===== config.mk =====
export PLATFORM = sky130hd
export DESIGN_NAME = hfg_guard
export DESIGN_NICKNAME = d
export VERILOG_FILES = /design/src/rtl/hfg_pkg.sv /design/src/rtl/hfg_encoder.sv /design/src/rtl/hfg_check.sv /design/src/rtl/hfg_rebuild.sv /design/src/rtl/hfg_guard.sv
export SDC_FILE = /design/constraint.sdc
export NUM_CORES = 1
export LEC_CHECK = 0
export BUFFER_PORTS_ARGS = -buffer_cell sky130_fd_sc_hd__buf_2
export CAP_MARGIN = 30
export CORE_ASPECT_RATIO = 0.7
export CORE_MARGIN = 2
export CORE_UTILIZATION = 57
export DETAILED_ROUTE_END_ITERATION = 7
export GPL_ROUTABILITY_DRIVEN = 0
export GPL_TIMING_DRIVEN = 0
export PLACE_DENSITY = 0.81
export SYNTH_ARGS = -nofsm -noshare
export SYNTH_HDL_FRONTEND = slang
export SYNTH_SLANG_ARGS = --single-unit

===== constraint.sdc =====
create_clock -name clk -period 11.54 [get_ports clk]
set_input_delay 2.308 -clock clk [delete_from_list [all_inputs] [get_ports clk]]
set_output_delay 2.308 -clock clk [all_outputs]
set_load 0.01 [all_outputs]

===== src/rtl/hfg_pkg.sv =====
// Shared constants and code tables for the coded FFT correction stage.
// Assumes four original channels and three check channels.
package hfg_pkg;
    localparam int N_ORIG = 4;
    localparam int N_CHK  = 3;

    // Membership of each check group: bit m set means original channel m+1.
    function automatic logic [N_ORIG-1:0] grp_mask(input int k);
        case (k)
            0:       return 4'b0111;
            1:       return 4'b1011;
            default: return 4'b1101;
        endcase
    endfunction

    // Check used to rebuild original channel index m (0-based).
    function automatic int fix_chk(input int m);
        return (m == 3) ? 1 : 0;
    endfunction

    // Syndrome {C1,C2,C3} to 1-based channel number, 0 for no error.
    function automatic logic [2:0] loc_decode(input logic [2:0] syn);
        case (syn)
            3'b111:  return 3'd1;
            3'b110:  return 3'd2;
            3'b101:  return 3'd3;
            3'b011:  return 3'd4;
            3'b100:  return 3'd5;
            3'b010:  return 3'd6;
            3'b001:  return 3'd7;
            default: return 3'd0;
        endcase
    endfunction
endpackage


===== src/rtl/hfg_encoder.sv =====
// Forms the three check-channel input streams as group sums of the
// original inputs. Purely combinational; assumes RIN_W >= IN_W + 2.
module hfg_encoder #(
    parameter int IN_W  = 12,
    parameter int RIN_W = 14
) (
    input  logic [hfg_pkg::N_ORIG*IN_W-1:0] x,
    output logic [hfg_pkg::N_CHK*RIN_W-1:0] enc
);
    localparam int EXT = RIN_W - IN_W;

    for (genvar k = 0; k < hfg_pkg::N_CHK; k++) begin : g_grp
        localparam logic [hfg_pkg::N_ORIG-1:0] MASK = hfg_pkg::grp_mask(k);
        logic [RIN_W-1:0] acc;
        // Sum the sign-extended members of group k.
        always_comb begin
            acc = '0;
            for (int m = 0; m < hfg_pkg::N_ORIG; m++)
                if (MASK[m])
                    acc = acc + {{EXT{x[m*IN_W+IN_W-1]}}, x[m*IN_W +: IN_W]};
        end
        assign enc[k*RIN_W +: RIN_W] = acc;
    end
endmodule


===== src/rtl/hfg_check.sv =====
// One parity check: flags when the check channel differs from the sum of
// its group by more than thr on either the real or the imaginary part.
// Assumes ROUT_W >= OUT_W + 2 so the group sum fits.
module hfg_check #(
    parameter int OUT_W  = 14,
    parameter int ROUT_W = 16,
    parameter int K      = 0
) (
    input  logic [hfg_pkg::N_ORIG*OUT_W-1:0] y_re,
    input  logic [hfg_pkg::N_ORIG*OUT_W-1:0] y_im,
    input  logic [ROUT_W-1:0]                r_re,
    input  logic [ROUT_W-1:0]                r_im,
    input  logic [ROUT_W-1:0]                thr,
    output logic                             flag
);
    localparam int DW = ROUT_W + 2;
    localparam logic [hfg_pkg::N_ORIG-1:0] MASK = hfg_pkg::grp_mask(K);

    // Absolute difference between check channel and group sum.
    function automatic logic [DW-1:0] gap(input logic [hfg_pkg::N_ORIG*OUT_W-1:0] y,
                                          input logic [ROUT_W-1:0] r);
        logic [DW-1:0] acc;
        logic [DW-1:0] d;
        acc = '0;
        for (int m = 0; m < hfg_pkg::N_ORIG; m++)
            if (MASK[m])
                acc = acc + {{(DW-OUT_W){y[m*OUT_W+OUT_W-1]}}, y[m*OUT_W +: OUT_W]};
        d = {{(DW-ROUT_W){r[ROUT_W-1]}}, r} - acc;
        return d[DW-1] ? (~d + 1'b1) : d;
    endfunction

    logic [DW-1:0] gap_re, gap_im;

    // Compare both parts against the zero-extended threshold.
    always_comb begin
        gap_re = gap(y_re, r_re);
        gap_im = gap(y_im, r_im);
        flag   = (gap_re > {2'b00, thr}) || (gap_im > {2'b00, thr});
    end
endmodule


===== src/rtl/hfg_rebuild.sv =====
// Rebuilds original channel M (0-based) from its check channel minus the
// other members of that check's group. Assumes only channel M is faulty.
module hfg_rebuild #(
    parameter int OUT_W  = 14,
    parameter int ROUT_W = 16,
    parameter int M      = 0
) (
    input  logic [hfg_pkg::N_ORIG*OUT_W-1:0] y_re,
    input  logic [hfg_pkg::N_ORIG*OUT_W-1:0] y_im,
    input  logic [OUT_W-1:0]                 r_re,
    input  logic [OUT_W-1:0]                 r_im,
    output logic [OUT_W-1:0]                 fix_re,
    output logic [OUT_W-1:0]                 fix_im
);
    localparam int K = hfg_pkg::fix_chk(M);
    localparam logic [hfg_pkg::N_ORIG-1:0] MASK = hfg_pkg::grp_mask(K);

    // Subtract the healthy group members, modulo 2^OUT_W.
    function automatic logic [OUT_W-1:0] rebuild(input logic [hfg_pkg::N_ORIG*OUT_W-1:0] y,
                                                 input logic [OUT_W-1:0] r);
        logic [OUT_W-1:0] acc;
        acc = r;
        for (int m = 0; m < hfg_pkg::N_ORIG; m++)
            if (MASK[m] && (m != M))
                acc = acc - y[m*OUT_W +: OUT_W];
        return acc;
    endfunction

    // Rebuild both parts.
    always_comb begin
        fix_re = rebuild(y_re, r_re);
        fix_im = rebuild(y_im, r_im);
    end
endmodule


===== src/rtl/hfg_guard.sv =====
// Coded correction stage for four parallel FFT channels. It encodes three
// check-channel inputs, checks the seven FFT outputs, decodes the faulty
// channel and replaces a faulty original output. Results are registered
// with one cycle of latency. Assumes at most one faulty channel per sample.
module hfg_guard #(
    parameter int IN_W   = 12,
    parameter int OUT_W  = 14,
    parameter int RIN_W  = 14,
    parameter int ROUT_W = 16
) (
    input  logic                                clk,
    input  logic                                rst_n,
    input  logic [hfg_pkg::N_ORIG*IN_W-1:0]     x_re,
    input  logic [hfg_pkg::N_ORIG*IN_W-1:0]     x_im,
    output logic [hfg_pkg::N_CHK*RIN_W-1:0]     enc_re,
    output logic [hfg_pkg::N_CHK*RIN_W-1:0]     enc_im,
    input  logic                                in_valid,
    input  logic [hfg_pkg::N_ORIG*OUT_W-1:0]    y_re,
    input  logic [hfg_pkg::N_ORIG*OUT_W-1:0]    y_im,
    input  logic [hfg_pkg::N_CHK*ROUT_W-1:0]    r_re,
    input  logic [hfg_pkg::N_CHK*ROUT_W-1:0]    r_im,
    input  logic [ROUT_W-1:0]                   thr,
    output logic                                out_valid,
    output logic [hfg_pkg::N_ORIG*OUT_W-1:0]    z_re,
    output logic [hfg_pkg::N_ORIG*OUT_W-1:0]    z_im,
    output logic [2:0]                          err_loc
);
    localparam int NO = hfg_pkg::N_ORIG;
    localparam int NC = hfg_pkg::N_CHK;

    hfg_encoder #(.IN_W(IN_W), .RIN_W(RIN_W)) u_enc_re (.x(x_re), .enc(enc_re));
    hfg_encoder #(.IN_W(IN_W), .RIN_W(RIN_W)) u_enc_im (.x(x_im), .enc(enc_im));

    logic [NC-1:0] syn;   // syn[2] = C1, syn[0] = C3
    for (genvar k = 0; k < NC; k++) begin : g_chk
        hfg_check #(.OUT_W(OUT_W), .ROUT_W(ROUT_W), .K(k)) u_chk (
            .y_re(y_re), .y_im(y_im),
            .r_re(r_re[k*ROUT_W +: ROUT_W]), .r_im(r_im[k*ROUT_W +: ROUT_W]),
            .thr(thr), .flag(syn[NC-1-k])
        );
    end

    logic [2:0] loc;
    assign loc = hfg_pkg::loc_decode(syn);

    logic [NO*OUT_W-1:0] z_re_nxt, z_im_nxt;
    for (genvar m = 0; m < NO; m++) begin : g_fix
        localparam int KF = hfg_pkg::fix_chk(m);
        logic [OUT_W-1:0] fr, fi;
        hfg_rebuild #(.OUT_W(OUT_W), .ROUT_W(ROUT_W), .M(m)) u_fix (
            .y_re(y_re), .y_im(y_im),
            .r_re(r_re[KF*ROUT_W +: OUT_W]), .r_im(r_im[KF*ROUT_W +: OUT_W]),
            .fix_re(fr), .fix_im(fi)
        );
        // Select the rebuilt value only for the located channel.
        always_comb begin
            if (loc == 3'(m + 1)) begin
                z_re_nxt[m*OUT_W +: OUT_W] = fr;
                z_im_nxt[m*OUT_W +: OUT_W] = fi;
            end else begin
                z_re_nxt[m*OUT_W +: OUT_W] = y_re[m*OUT_W +: OUT_W];
                z_im_nxt[m*OUT_W +: OUT_W] = y_im[m*OUT_W +: OUT_W];
            end
        end
    end

    // Output register with one cycle of latency.
    always_ff @(posedge clk) begin
        if (!rst_n) begin
            out_valid <= 1'b0;
            z_re      <= '0;
            z_im      <= '0;
            err_loc   <= 3'd0;
        end else begin
            out_valid <= in_valid;
            z_re      <= z_re_nxt;
            z_im      <= z_im_nxt;
            err_loc   <= in_valid ? loc : 3'd0;
        end
    end


    valid_lat_chk: assert property (@(posedge clk) disable iff (!rst_n)
        $past(rst_n) |-> (out_valid == $past(in_valid)));


    loc_idle_chk: assert property (@(posedge clk) disable iff (!rst_n)
        !out_valid |-> (err_loc == 3'd0));


    passthru_chk: assert property (@(posedge clk) disable iff (!rst_n)
        (out_valid && (err_loc == 3'd0 || err_loc >= 3'd5))
        |-> (z_re == $past(y_re) && z_im == $past(y_im)));


    grp1_fix_chk: assert property (@(posedge clk) disable iff (!rst_n)
        (out_valid && err_loc >= 3'd1 && err_loc <= 3'd3)
        |-> (OUT_W'(z_re[0 +: OUT_W] + z_re[OUT_W +: OUT_W] + z_re[2*OUT_W +: OUT_W])
             == $past(r_re[0 +: OUT_W])));


    grp2_fix_chk: assert property (@(posedge clk) disable iff (!rst_n)
        (out_valid && err_loc == 3'd4)
        |-> (OUT_W'(z_im[0 +: OUT_W] + z_im[OUT_W +: OUT_W] + z_im[3*OUT_W +: OUT_W])
             == $past(r_im[ROUT_W +: OUT_W])));
endmodule


Word-level counts from Yosys, hierarchy flattened
Cells that the tools add are included.
Word-level totals
  bits in registers: 116
  bits of input ports: 323
  output and inout bits: 200
Cells by class
  add/subtract/negate cells: 46
  $lt $le $gt $ge: 6
  equality and inequality tests: 11
  muxes and demuxes: 15
  bitwise operators: 6
  reductions and logical operators: 4
Operators by type and width (number)
  14-bit subtractor: 14
  14-bit two-way mux: 8
  18-bit by 1-bit adder with 18-bit output (second input constant): 6
  18-bit by 16-bit greater-than comparator with 1-bit output: 6
  18-bit two-way mux: 6
  18-bit NOT: 6
  18-bit subtractor: 6
  15-bit by 14-bit adder with 16-bit output: 6
  13-bit by 12-bit adder with 14-bit output: 6
  14-bit by 14-bit adder with 15-bit output: 4
  12-bit by 12-bit adder with 13-bit output: 4
  3-bit one-hot mux with 7 select lines: 1
  3-bit equality test (second input constant): 5
  3-bit by 2-bit equality test with 1-bit output (second input constant): 4
  3-bit by 1-bit equality test with 1-bit output (second input constant): 2
  1-bit logical OR: 3
  2-bit AND reduction: 1

Logic depth before layout (Yosys ltp)
  word-level depth: 12
  depth in mapped cells: 46
  depth with buffers taken out: 41

By module
From an unflattened synthesis, not the netlist that was laid out.
Unflattened totals
  cells, all modules: 4183
  area total of the unflattened synthesis: 33573.4 sq um
By module, submodules not included
  hfg_rebuild at g_fix[0].u_fix ...: times used 3, cells an instance 255, area each 2082.0 sq um, sequential area each 0.0 sq um
  hfg_check at g_chk[1].u_chk: times used 1, cells an instance 666, area each 5217.5 sq um, sequential area each 0.0 sq um
  hfg_check at g_chk[2].u_chk: times used 1, cells an instance 648, area each 5087.4 sq um, sequential area each 0.0 sq um
  hfg_check at g_chk[0].u_chk: times used 1, cells an instance 622, area each 4880.9 sq um, sequential area each 0.0 sq um
  hfg_guard: times used 1, cells an instance 511, area each 4613.2 sq um, sequential area each 2322.2 sq um
  hfg_encoder at u_enc_im: times used 1, cells an instance 366, area each 2737.6 sq um, sequential area each 0.0 sq um
  hfg_encoder at u_enc_re: times used 1, cells an instance 331, area each 2683.8 sq um, sequential area each 0.0 sq um
  hfg_rebuild at g_fix[3].u_fix: times used 1, cells an instance 274, area each 2107.0 sq um, sequential area each 0.0 sq um

Least setup slack after synthesis
No wires, ideal clock.
  path kind: in2reg
  start: in y_im[0] (netlist name)
  end: reg z_im[13] (netlist name)
  arrival time: 9.952 ns
  required time: 11.468 ns
  setup slack: 1.517 ns
  cell stages on the path: 43
  path through: ha_1 > inv_1 > fa_1 > nor2b_1 > o21ai_0 > a21boi_0 > o21ai_0 > a21boi_0 > o21ai_0 > a21boi_0 > o21ai_0 > and2_1 > xnor2_1 > ha_1 > a21o_1 > a31oi_1 > xor2_1 > ha_1 > (+7 left out) > xnor2_1 > ha_1 > a21o_1 > a21oi_1 > nor2_1 > a2111oi_0 > o211ai_1 > a32oi_1 > and4_4 > buf_6 > inv_4 > buf_12 > ha_1 > a41o_1 > o2111ai_1 > buf_4 > buf_6 > mux2i_1
On the way
  cells in the longest elaborated chain, start to end: 12
  elaborated cells on any way between the ends: 33
RTL lines
  start, declared: RTL line hfg_guard.sv:19  | input logic [hfg_pkg::N_ORIG*OUT_W-1:0] y_im,
  14-bit by 14-bit adder with 15-bit output: RTL line hfg_check.sv:27  | acc = acc + {{(DW-OUT_W){y[m*OUT_W+OUT_W-1]}}, y[m*OUT_W +: OUT_W]};
  15-bit by 14-bit adder with 16-bit output: RTL line hfg_check.sv:27
  18-bit subtractor: RTL line hfg_check.sv:28  | d = {{(DW-ROUT_W){r[ROUT_W-1]}}, r} - acc;
  18-bit NOT: RTL line hfg_check.sv:29  | return d[DW-1] ? (~d + 1'b1) : d;
  18-bit by 1-bit adder with 18-bit output: RTL line hfg_check.sv:29
  18-bit two-way mux: RTL line hfg_check.sv:29
  18-bit by 16-bit greater-than comparator with 1-bit output: RTL line hfg_check.sv:38  | flag = (gap_re > {2'b00, thr}) || (gap_im > {2'b00, thr});
  1-bit logical OR: RTL line hfg_check.sv:38
  3-bit by 1-bit equality test with 1-bit output, or another cell as far along: RTL line hfg_pkg.sv:23  | case (syn)
  3-bit one-hot mux with 7 select lines (*): RTL line hfg_pkg.sv:23
  3-bit by 1-bit equality test with 1-bit output (*): RTL line hfg_guard.sv:57  | if (loc == 3'(m + 1)) begin
  14-bit two-way mux (*): RTL line hfg_guard.sv:57
  end signal, assigned: RTL line hfg_guard.sv:77  | z_im <= z_im_nxt;
  end, declared: RTL line hfg_guard.sv:25  | output logic [hfg_pkg::N_ORIG*OUT_W-1:0] z_im,
Every way passes the cells marked *; elsewhere a longest branch is shown, timed or not.
A chain may end at the register's enable or synchronous reset.

Worst setup path in the final report
  start: in y_im[0] (netlist name)
  end: reg z_im[2] (netlist name)
The elaborated chain is that of the path after synthesis.

==> results.json <==
{
  "slew_viol_final": 0,
  "grt_max_degree": 17,
  "fp.coreArea_um2": 52500,
  "setup_ws_ns": 0.448,
  "layout.nets": 5404,
  "tightest_slew_ns": 1.17,
  "start_util": 0.579,
  "synth-seq-cells": 116,
  "hold_viol_final": 0,
  "postCtsHoldBufs": 0,
  "pin_count": 523,
  "antenna_found_initial": 16,
  "dieArea_um2": 55200,
  "final_common_cell": "ha_1",
  "cp.required_ns": 11.88,
  "preCtsSetupSlack_ns": -0.651,
  "critPathMaxFanout": 11,
  "firstDrtPassIters": 8,
  "yosys_warnings": 0,
  "grt_pass1_wl_mm": 154,
  "seqCellArea_um2": 2320,
  "clk_path_buf_depth": 2,
  "clk_pin_slew_ns": 0.07,
  "synth_area_per_cell_um2": 7.94,
  "finalCritPeriodShare": 0.961,
  "synthFlopType": "dfxtp_1",
  "hpwlAfterDp_mm": 87.0,
  "p_leak_nw": 17.2,
  "die_h_um": 197,
  "drt_iter0_drc": 3287,
  "synth_nets": 4863,
  "rows": 70,
  "setup_viol_count_final": 0,
  "worstPathArrival_ns": 11.43,
  "setup.worst_path.end_class": "flip-flop",
  "ant_nets": 0,
  "port_buffers": 521,
  "die_width_um": 280,
  "fillerInstances": 4480,
  "crit_type": "in -> reg",
  "cpMaxStageDelayCell": "ha_2",
  "via_per_inst": 6.08,
  "holdCritPathClass": "in -> reg",
  "peakVddDrop_v": 0.000445,
  "most-common-layout-cells": "ha_1, buf_2, nand2_1",
  "clock.fmax_mhz": 90.2,
  "syn_area_um2": 30400,
  "startpoint_type": "input pin",
  "fin_area_um2": 34600,
  "min_period_ns": 11.09,
  "drc": 0,
  "critPathMaxStageDelay_ns": 0.41,
  "drt-wirelength-per-cell_um": 20.1,
  "p_total_mw": 9.18,
  "finalWirelength_mm": 102,
  "worst_slew_margin_rel": 0.223,
  "grt_pass1_vias": 28200,
  "cts_tree": "yes",
  "cap_violations": 0,
  "powerDensity_nw_per_um2": 265,
  "gr-usage-all-layers": 0.356,
  "synth_cells": 3824,
  "cts.sinks": 116,
  "multiInputGateArea_um2": 26500,
  "clock-root-buffer": "clkbuf_16",
  "overflow": 0,
  "hold_ws_ns": 2.16,
  "place_area_um2": 33800,
  "drive_above_1_share": 0.146,
  "ys_types": 92,
  "cts_made_buffers": 17,
  "async_flop_share": 0,
  "seq_area_frac_synth": 0.0765,
  "outcome": "completed",
  "vias": 30800,
  "synth_edf_count": 0,
  "h-tree-depth": 4,
  "area_growth_pct": 13.9
}
[flip-flops by register name (all words and copies together) (netlist names)]
name and count:
z_re 56, err_loc 3, z_im 56, out_valid 1
[cells in the mapped netlist (30+ instances only)]
library cell / number / area [µm²]
or3_1: 38 / 238
xor2_1: 120 / 1050
xnor2_1: 285 / 2500
dfxtp_1: 116 / 2320
fa_1: 132 / 2640
a21oi_1: 286 / 1430
nand4_1: 33 / 206
o21ai_0: 222 / 1110
nor2_1: 223 / 837
nor2b_1: 69 / 432
nand2_1: 361 / 1360
nand2b_1: 58 / 363
mux2i_1: 107 / 1070
o21bai_1: 45 / 338
a21boi_0: 43 / 323
nand3_1: 54 / 270
clkbuf_1: 43 / 161
a211oi_1: 31 / 233
a21o_1: 84 / 631
o21a_1: 48 / 360
ha_1: 584 / 7310
inv_1: 336 / 1260
o211ai_1: 30 / 225
nor3_1: 79 / 395
[metrics by stage]
step / instances / util / TNS (ns)
floorplan: 3824 / - / 0
global placement: 5029 / 0.645 / -16.67
detailed placement: 5030 / 0.645 / -19.50
CTS: 5062 / 0.657 / 0
global route: 5071 / 0.659 / -0.0969
finish: 5074 / 0.660 / 0
[report_power, final]
part	switching (mW)	internal, mW	total, mW
Sequential	0.0472	0.596	0.643
Clock	0.223	0.342	0.565
Combinational	4.57	3.40	7.97
Total	4.84	4.34	9.18
[final cells by class]
type	count	area share
diodes	12	0.000868
plain buffers	58	0.0104
clock buffers	18	0.0124
clock inverters	14	0.00506
inverters	338	0.0367
multi-input cells	3311	0.767
flip-flops and latches	116	0.0671
well taps	684	0.0247
repair buffers	523	0.0759
[critical path, delay by kind of cell]
family / cells / cell delay, ns
mux: 1 / 0.30
simple gates: 6 / 0.87
fa+ha+maj: 6 / 1.95
buf+inv: 7 / 1.05
xor+xnor: 3 / 0.54
compound gates: 21 / 4.38
[cell families after synthesis]
family          count (synthesis)  synth area share
simple gates                 1081             0.174
compound gates                995             0.213
fa+ha+maj                     716             0.328
xor+xnor                      405             0.117
buf+inv                       397            0.0536
flops                         116            0.0765
mux                           114            0.0379
[final timing paths]
kind                     start        to  cells past startpoint
worst max-delay path   y_im[0]   z_im[2]                     44
worst min-delay path  y_re[51]  z_re[51]                      3
[metal layers]
metal	global-route usage	share of wire	routed length [µm]	vias to the layer above
met3	0.101	0.13	13600	224
met1	0.502	0.43	43700	14200
met2	0.516	0.40	41100	1634
li1	-	-	-	14800
met5	0	0.00054	55	-
met4	0.120	0.034	3490	8
[repair_timing]
action	in CTS	in global routing
pin swaps	0	3
hold endpoints to repair	0	0
endpoints found under the setup margin	20	112
resized for setup	4	36
buffers inserted	0	1
Note: power is estimated with default switching activity, not from simulation.
